File: config.mk
export PLATFORM = sky130hd
export DESIGN_NAME = pex_unit
export DESIGN_NICKNAME = d
export VERILOG_FILES = /design/src/rtl/pex_pkg.sv /design/src/rtl/pex_arbiter.sv /design/src/rtl/pex_flush_gen.sv /design/src/rtl/pex_csr.sv /design/src/rtl/pex_unit.sv
export SDC_FILE = /design/constraint.sdc
export NUM_CORES = 1
export LEC_CHECK = 0
export ABC_AREA = 0
export BUFFER_PORTS_ARGS = -buffer_cell sky130_fd_sc_hd__buf_2
export CAP_MARGIN = 5
export CORE_MARGIN = 4
export CORE_UTILIZATION = 38
export CTS_CLUSTER_SIZE = 40
export DETAILED_ROUTE_END_ITERATION = 16
export PLACE_DENSITY = 0.72
export SETUP_SLACK_MARGIN = 0.2
export SLEW_MARGIN = 15
export SYNTH_ARGS = -nofsm -noshare
export SYNTH_HDL_FRONTEND = slang
export SYNTH_SLANG_ARGS = --single-unit
File: constraint.sdc
create_clock -name clk -period 2 [get_ports clk]
set_input_delay 0.3 -clock clk [delete_from_list [all_inputs] [get_ports clk]]
set_output_delay 0.3 -clock clk [all_outputs]
set_load 0.03 [all_outputs]
File: src/rtl/pex_pkg.sv
package pex_pkg;
  localparam int NUM_SRC = 3;
  localparam int IDX_W   = 2;

  typedef enum logic [1:0] {
    CAUSE_UNDEF = 2'd0,
    CAUSE_OVF   = 2'd1,
    CAUSE_MEMF  = 2'd2
  } cause_e;
endpackage

File: src/rtl/pex_arbiter.sv
module pex_arbiter #(
  parameter int N     = 3,
  parameter int XLEN  = 32,
  parameter int IDX_W = 2
) (
  input  logic [N-1:0]      req,
  input  logic [XLEN-1:0]   pc_in [N],
  output logic              hit,
  output logic [IDX_W-1:0]  idx,
  output logic [XLEN-1:0]   pc_sel
);
  // index 0 is the youngest source, N-1 the oldest
  always_comb begin
    hit    = 1'b0;
    idx    = '0;
    pc_sel = '0;
    for (int i = 0; i < N; i++) begin
      if (req[i]) begin
        hit    = 1'b1;
        idx    = IDX_W'(i);
        pc_sel = pc_in[i];
      end
    end
  end
endmodule

File: src/rtl/pex_flush_gen.sv
module pex_flush_gen #(
  parameter int N     = 3,
  parameter int IDX_W = 2
) (
  input  logic             hit,
  input  logic [IDX_W-1:0] idx,
  output logic [N:0]       flush
);
  // bit 0 is fetch; bit j is source j-1
  assign flush[0] = hit;
  for (genvar j = 1; j <= N; j++) begin : g_fl
    assign flush[j] = hit && (int'(idx) >= j - 1);
  end
endmodule

File: src/rtl/pex_csr.sv
module pex_csr #(
  parameter int XLEN = 32
) (
  input  logic            clk,
  input  logic            rst_n,
  input  logic            we,
  input  logic [XLEN-1:0] epc_d,
  input  logic [1:0]      cause_d,
  output logic [XLEN-1:0] epc_q,
  output logic [1:0]      cause_q
);
  always_ff @(posedge clk or negedge rst_n) begin
    if (!rst_n) begin
      epc_q   <= '0;
      cause_q <= '0;
    end else if (we) begin
      epc_q   <= epc_d;
      cause_q <= cause_d;
    end
  end
endmodule

File: src/rtl/pex_unit.sv
module pex_unit
  import pex_pkg::*;
#(
  parameter int          XLEN          = 32,
  parameter logic [31:0] HANDLER       = 32'h8000_0180,
  parameter bit          HAS_MEM_FAULT = 1'b1
) (
  input  logic            clk,
  input  logic            rst_n,
  input  logic            id_valid,
  input  logic [XLEN-1:0] id_pc,
  input  logic            id_undef,
  input  logic            ex_valid,
  input  logic [XLEN-1:0] ex_pc,
  input  logic            ex_ovf,
  input  logic            mem_valid,
  input  logic [XLEN-1:0] mem_pc,
  input  logic            mem_fault,
  output logic            flush_if,
  output logic            flush_id,
  output logic            flush_ex,
  output logic            flush_mem,
  output logic            redirect,
  output logic [XLEN-1:0] redirect_pc,
  output logic [XLEN-1:0] epc,
  output logic [1:0]      cause
);
  localparam int INSN_BYTES = 4;

  logic [NUM_SRC-1:0] req;
  logic [XLEN-1:0]    pcs [NUM_SRC];
  logic               hit;
  logic [IDX_W-1:0]   idx;
  logic [XLEN-1:0]    pc_sel;
  logic [NUM_SRC:0]   flush;
  cause_e             cause_d;

  assign req[0] = id_valid & id_undef;
  assign req[1] = ex_valid & ex_ovf;
  if (HAS_MEM_FAULT) begin : g_memf
    assign req[2] = mem_valid & mem_fault;
  end else begin : g_nomemf
    assign req[2] = 1'b0;
  end

  assign pcs[0] = id_pc;
  assign pcs[1] = ex_pc;
  assign pcs[2] = mem_pc;

  pex_arbiter #(.N(NUM_SRC), .XLEN(XLEN), .IDX_W(IDX_W)) u_arb (
    .req(req), .pc_in(pcs), .hit(hit), .idx(idx), .pc_sel(pc_sel)
  );

  pex_flush_gen #(.N(NUM_SRC), .IDX_W(IDX_W)) u_flush (
    .hit(hit), .idx(idx), .flush(flush)
  );

  // source index doubles as cause code
  assign cause_d = cause_e'(idx);

  pex_csr #(.XLEN(XLEN)) u_csr (
    .clk(clk), .rst_n(rst_n), .we(hit),
    .epc_d(pc_sel + XLEN'(INSN_BYTES)), .cause_d(cause_d),
    .epc_q(epc), .cause_q(cause)
  );

  assign flush_if    = flush[0];
  assign flush_id    = flush[1];
  assign flush_ex    = flush[2];
  assign flush_mem   = flush[3];
  assign redirect    = hit;
  assign redirect_pc = XLEN'(HANDLER);
endmodule

# Yosys cells after proc, flatten, opt, wreduce, memory -nomap -nowiden
# Index checks and enable logic that the tools add are counted.
[totals]
reg_bits = 34
[op_classes]
addsub = 1
n_lt_le_gt_ge = 2
reduce_logical = 2
bitwise = 3
mux = 8
[ops]
columns = ["operator", "count"]
rows = [
  ["$mux W32", 3],
  ["$add A32 B3 Y32 const B", 1],
  ["$mux W1", 4],
  ["$and A1 B1 Y1", 3],
  ["$ge A2 B1 Y1 const B", 1],
  ["$ge A2 B2 Y1 const B", 1],
  ["$logic_and A1 B1 Y1", 2],
  ["$mux W2", 1],
]

# Logic depth before layout (Yosys ltp)
[depth]
word_depth = 5
depth_mapped = 13
ltp_nobuf = 12

# Modules after synthesis
# From an unflattened synthesis, not the netlist that was laid out.
[unflattened]
hier_cells = 343
hier_area_um2 = 3196.8
[modules_own_cells]
columns = ["module", "seq_area_each_um2", "cells_each", "n_inst", "area_per_inst_um2"]
rows = [
  ["pex_csr", 850.8, 72, 1, 1417.6],
  ["pex_arbiter", 0.0, 149, 1, 918.4],
  ["pex_unit", 0.0, 118, 1, 832.0],
  ["pex_flush_gen", 0.0, 4, 1, 28.8],
]

# Worst setup path after synthesis
# No wires, ideal clock.
[synth_path]
path_type = "input to register"
startpoint = "input mem_valid"
endpoint = "register u_csr.epc_q[24]"
required_ns = 1.918
path_buffers = 4
setup_slack_ns = -1.033
path_stages = 13
t_arrival_ns = 2.951
path_cell_list = "nand2_2 -> clkbuf_1 -> buf_2 -> buf_1 -> buf_1 -> nor2_1 -> nor2_1 -> ha_1 -> nor3b_1 -> nand4_1 -> nor4_4 -> a221oi_1 -> a31oi_1"
[synth_via]
elab_chain_len = 3
[synth_lines]
columns = ["item", "line", "text"]
rows = [
  ["start, declared", "pex_unit.sv:16", "input logic mem_valid,"],
  ["$and A1 B1 Y1 *", "pex_unit.sv:41", "assign req[2] = mem_valid & mem_fault;"],
  ["$mux W32", "pex_arbiter.sv:18", "if (req[i]) begin"],
  ["$add A32 B3 Y32", "pex_unit.sv:63", ".epc_d(pc_sel + XLEN'(INSN_BYTES)), .cause_d(cause_d),"],
  ["end signal, assigned", "pex_csr.sv:17", "epc_q <= epc_d;"],
  ["end, declared", "pex_csr.sv:9", "output logic [XLEN-1:0] epc_q,"],
]
# Every way passes the cells marked *; elsewhere a longest branch is shown, timed or not.
# A chain may end at the register's enable or synchronous reset.

# Worst setup path after layout
[layout_path]
startpoint = "input mem_fault"
endpoint = "register u_csr.epc_q[28]"
[layout_via]
elab_chain_len = 3
[layout_lines]
columns = ["item", "line", "text"]
rows = [
  ["start, declared", "pex_unit.sv:18", "input logic mem_fault,"],
  ["$and A1 B1 Y1 *", "pex_unit.sv:41", ""],
  ["$mux W32", "pex_arbiter.sv:18", ""],
  ["$add A32 B3 Y32", "pex_unit.sv:63", ""],
]
# Marked as above.

==> summary.txt <==
Run status
  – Status: complete, but fails checks
  – Violated checks: negative setup slack

Clock network
  – Hold-fix buffers at CTS: 0
  – CTS Buf Count: 5
  – # clock sinks: 34
  – Max Root-Sink Buffers: 2
  – H-Tree Depth: 2
  – Clk pin slew, worst setup/hold paths: 0.08 ns
  – Root Buffer: clkbuf_8
  – Clock Latency Late Sink: ~0.30 ns
  – CTS tree: done

Die
  – Die height: ~96 um
  – Core ar.: 7370 um^2
  – Die Area: 9148 um^2
  – Core Rows: 31
  – Die W: 95.65 um
  – Starting Density: 0.3961
  – IO Pins: ~180

Pwr
  – Switching Share: 0.4175
  – Leak: between 2 and 2.5 nW
  – Combinational group share of total power: 0.479
  – Cell Int Power: 1.558 mW
  – Psw: 1.117 mW
  – Clk network pwr share: 0.207
  – Worst vdd ir: approximately 0.24 mV
  – Sequential fraction of design power: 0.315
  – Pwr dens: 539.2 nW/um^2

Yosys
  – Count leader, synth: nand2_1
  – Most used DFF post-synth: dfrtp_1
  – Syn Std Cell Area: 2919 um^2
  – Top post-synthesis cells by count: nand2_1 (60), nor2_1 (41), buf_4 (38)
  – Gate Count Post-Synth: about 370
  – Yosys cell types: 55
  – Async SR Flop Fraction: 1.000
  – Synth Register Bits: 34
  – Area leader, netlist: dfrtp_1
  – Avg Synthesized Cell Area: 7.826 um^2
  – EDFF count, synth: 0
  – Post-synth top area share: 0.2915
  – Ys Warns: 0
  – Area contributors post-synth: dfrtp_1 (29%), buf_4 (9.8%), nand2_1 (7.7%)
  – Sequential area share after synthesis: 0.2915

Layout
  – Layout cell share with drive strength beyond 1: 0.5368
  – Area Overhead vs Synth: 69.95%
  – Design Area, Final: just under 5000 um^2
  – Antenna diode count: 0
  – Final Net Count: 702

Critical path
  – Worst R2R End: u_csr.epc_q[28]$_DFFE_PN0P_
  – Reg2reg setup slack: 1.09 ns
  – Crit end category: flop
  – Largest fanout on the critical path: 8
  – Startpoint Class: input pin
  – Reg2reg start: u_csr.epc_q[28]$_DFFE_PN0P_
  – Worst path required time: 2.16 ns
  – R2R depth: 2
  – Arr. time, crit path: 2.24 ns
  – Worst setup endpoint: u_csr.epc_q[28]$_DFFE_PN0P_
  – Critical path startpoint: mem_fault
  – WS Path Type: in2reg

Global route
  – Largest net degree at the start of global routing: 35
  – Vias in the first global route: 3,658
  – First-pass GRT wire length: 17.95 mm
  – Total gr overflow: 0
  – Total Routing Usage GR: 0.2525
  – Antenna violations before repair: 0

STA
  – Worst-Margin Slew: 0.8001 ns
  – Pins Over Slew Limit: 0
  – Fmax: ~0.48 GHz
  – Layout Skew: 0 ns
  – Worst setup margin: -0.08317 ns
  – Minimum clock period: between 2 and 2.5 ns
  – Final period util: 1.042
  – Hold Vio Cnt, Final: 0
  – Final setup viols: 8
  – Max-Slew Margin vs Limit: 0.4666
  – Setup_tns: -0.2116 ns
  – RSZ-0062 raised after global routing: yes

Run
  – Maxcap violations: 0

Detailed routing
  – DRC viols: 0
  – Detailed Routing Iterations Pass 1: 6
  – Antenna viol nets, final: 0
  – Number of DRC markers in iteration 0: 366
  – Vias/cell: 5.426
  – Final WL: 12.24 mm
  – Via count: 3,782
  – WL/cell: 17.56 um

Placed design
  – IO Port Bufs: 142
  – Routability cong.: 1.047
  – Post-DP Area: 4172 um^2
  – Hpwl dp: 8.787 mm

Worst hold path
  – Worst min path class: in2async
-- flip-flops by register name, summed over array words and instances, names as in the netlist --
register / count
u_csr.cause_q: 2
u_csr.epc_q: 32
-- critical path, stage by stage --
cell,delay (ns)
buf_8,0.10
nand2_8,0.06
clkinvlp_4,0.17
buf_6,0.17
a311oi_2,0.24
nor2_1,0.08
ha_2,0.18
nor3b_4,0.14
nand4_1,0.15
buf_4,0.15
nor4_4,0.04
buf_6,0.14
a221oi_2,0.24
a31oi_1,0.08
-- repair_timing --
item	4_1_cts	5_1_grt
setup buffers	12	8
endpoints found under the setup margin	26	27
gates resized for setup	76	22
pin swaps	37	24
gates cloned	3	0
-- cell families after synthesis --
| logic type | share of synthesized area |
|---|---|
| AND/OR/NAND/NOR | 0.2816 |
| AO/OA/AOI/OAI | 0.2242 |
| buffers and inverters | 0.1367 |
| flip-flops | 0.2915 |
| XOR/XNOR | 0.04500 |
| multiplexers | 0.01415 |
| other | 0.002573 |
| adder cells (fa/ha/maj) | 0.004286 |
-- power by group through the flow --
stage / Clock, mW / Sequential, mW / Combinational [mW]
3_5_place_dp: 0 / 0.852 / 1.12
2_1_floorplan: 0 / 1.05 / 0.524
4_1_cts: 0.561 / 0.841 / 1.22
5_1_grt: 0.593 / 0.854 / 1.36
6_report: 0.553 / 0.842 / 1.28
3_3_place_gp: 0 / 0.848 / 1.10
-- layout by cell type, fill, tap and decap left out, types with 9 or more instances in the layout --
| cell type | Yosys | layout |
|---|---|---|
| conb_1 | 2 | 32 |
| buf_6 | 4 | 18 |
| xnor2_1 | 11 | 9 |
| buf_2 | 4 | 136 |
| nor2_1 | 41 | 35 |
| o21ai_0 | 13 | 11 |
| a31oi_1 | 13 | 11 |
| nand2_1 | 60 | 60 |
| buf_4 | 38 | 77 |
| nand3_1 | 15 | 10 |
| a21oi_1 | 23 | 20 |
| dfrtp_1 | 34 | 34 |
| and3_1 | 11 | 9 |
-- layout make-up --
class	count	area (um^2)
clock buffers	6	82.58
multi-input cells	311	2218
clock inverters	2	12.51
fillers	597	2409
flip-flops and latches	34	850.8
inverters	4	21.27
repair buffers	241	1652
well taps	99	123.9
-- routing by layer --
layer | track usage | share of wire | routed length [um]
met2 | 0.4401 | 0.50 | 6122
met4 | 0.09242 | 0.030 | 366
met3 | 0.03315 | 0.096 | 1178
met1 | 0.3165 | 0.37 | 4571
met5 | 0 | 0 | 0
-- worst min-delay path by stage --
stage / from / end / slack (ns) / cells after the start
floorplan: rst_n / u_csr.cause_q[0]$_DFFE_PN0P_ / 0.004 / 0
global placement: rst_n / u_csr.epc_q[2]$_DFFE_PN0P_ / 0.42 / 1
detailed placement: rst_n / u_csr.epc_q[2]$_DFFE_PN0P_ / 0.43 / 1
CTS: rst_n / u_csr.cause_q[0]$_DFFE_PN0P_ / 0.11 / 1
global route: rst_n / u_csr.epc_q[3]$_DFFE_PN0P_ / 0.15 / 1
finish: rst_n / u_csr.epc_q[3]$_DFFE_PN0P_ / 0.07 / 1
-- metrics by stage --
stage               hold WS, ns  std cells  setup slack [ns]  utilization  power, mW
global placement         0.4227        666           -0.4392       0.5660      1.948
finish                  0.07177        697          -0.08317       0.6732      2.675
CTS                      0.1119        689           0.01479       0.6509      2.626
global route             0.1505        697           -0.1683       0.6732      2.810
detailed placement       0.4339        666           -0.5431       0.5660      1.967
floorplan              0.004409        403           -0.4264            -      1.574
Power figures use the tool's default switching activity.
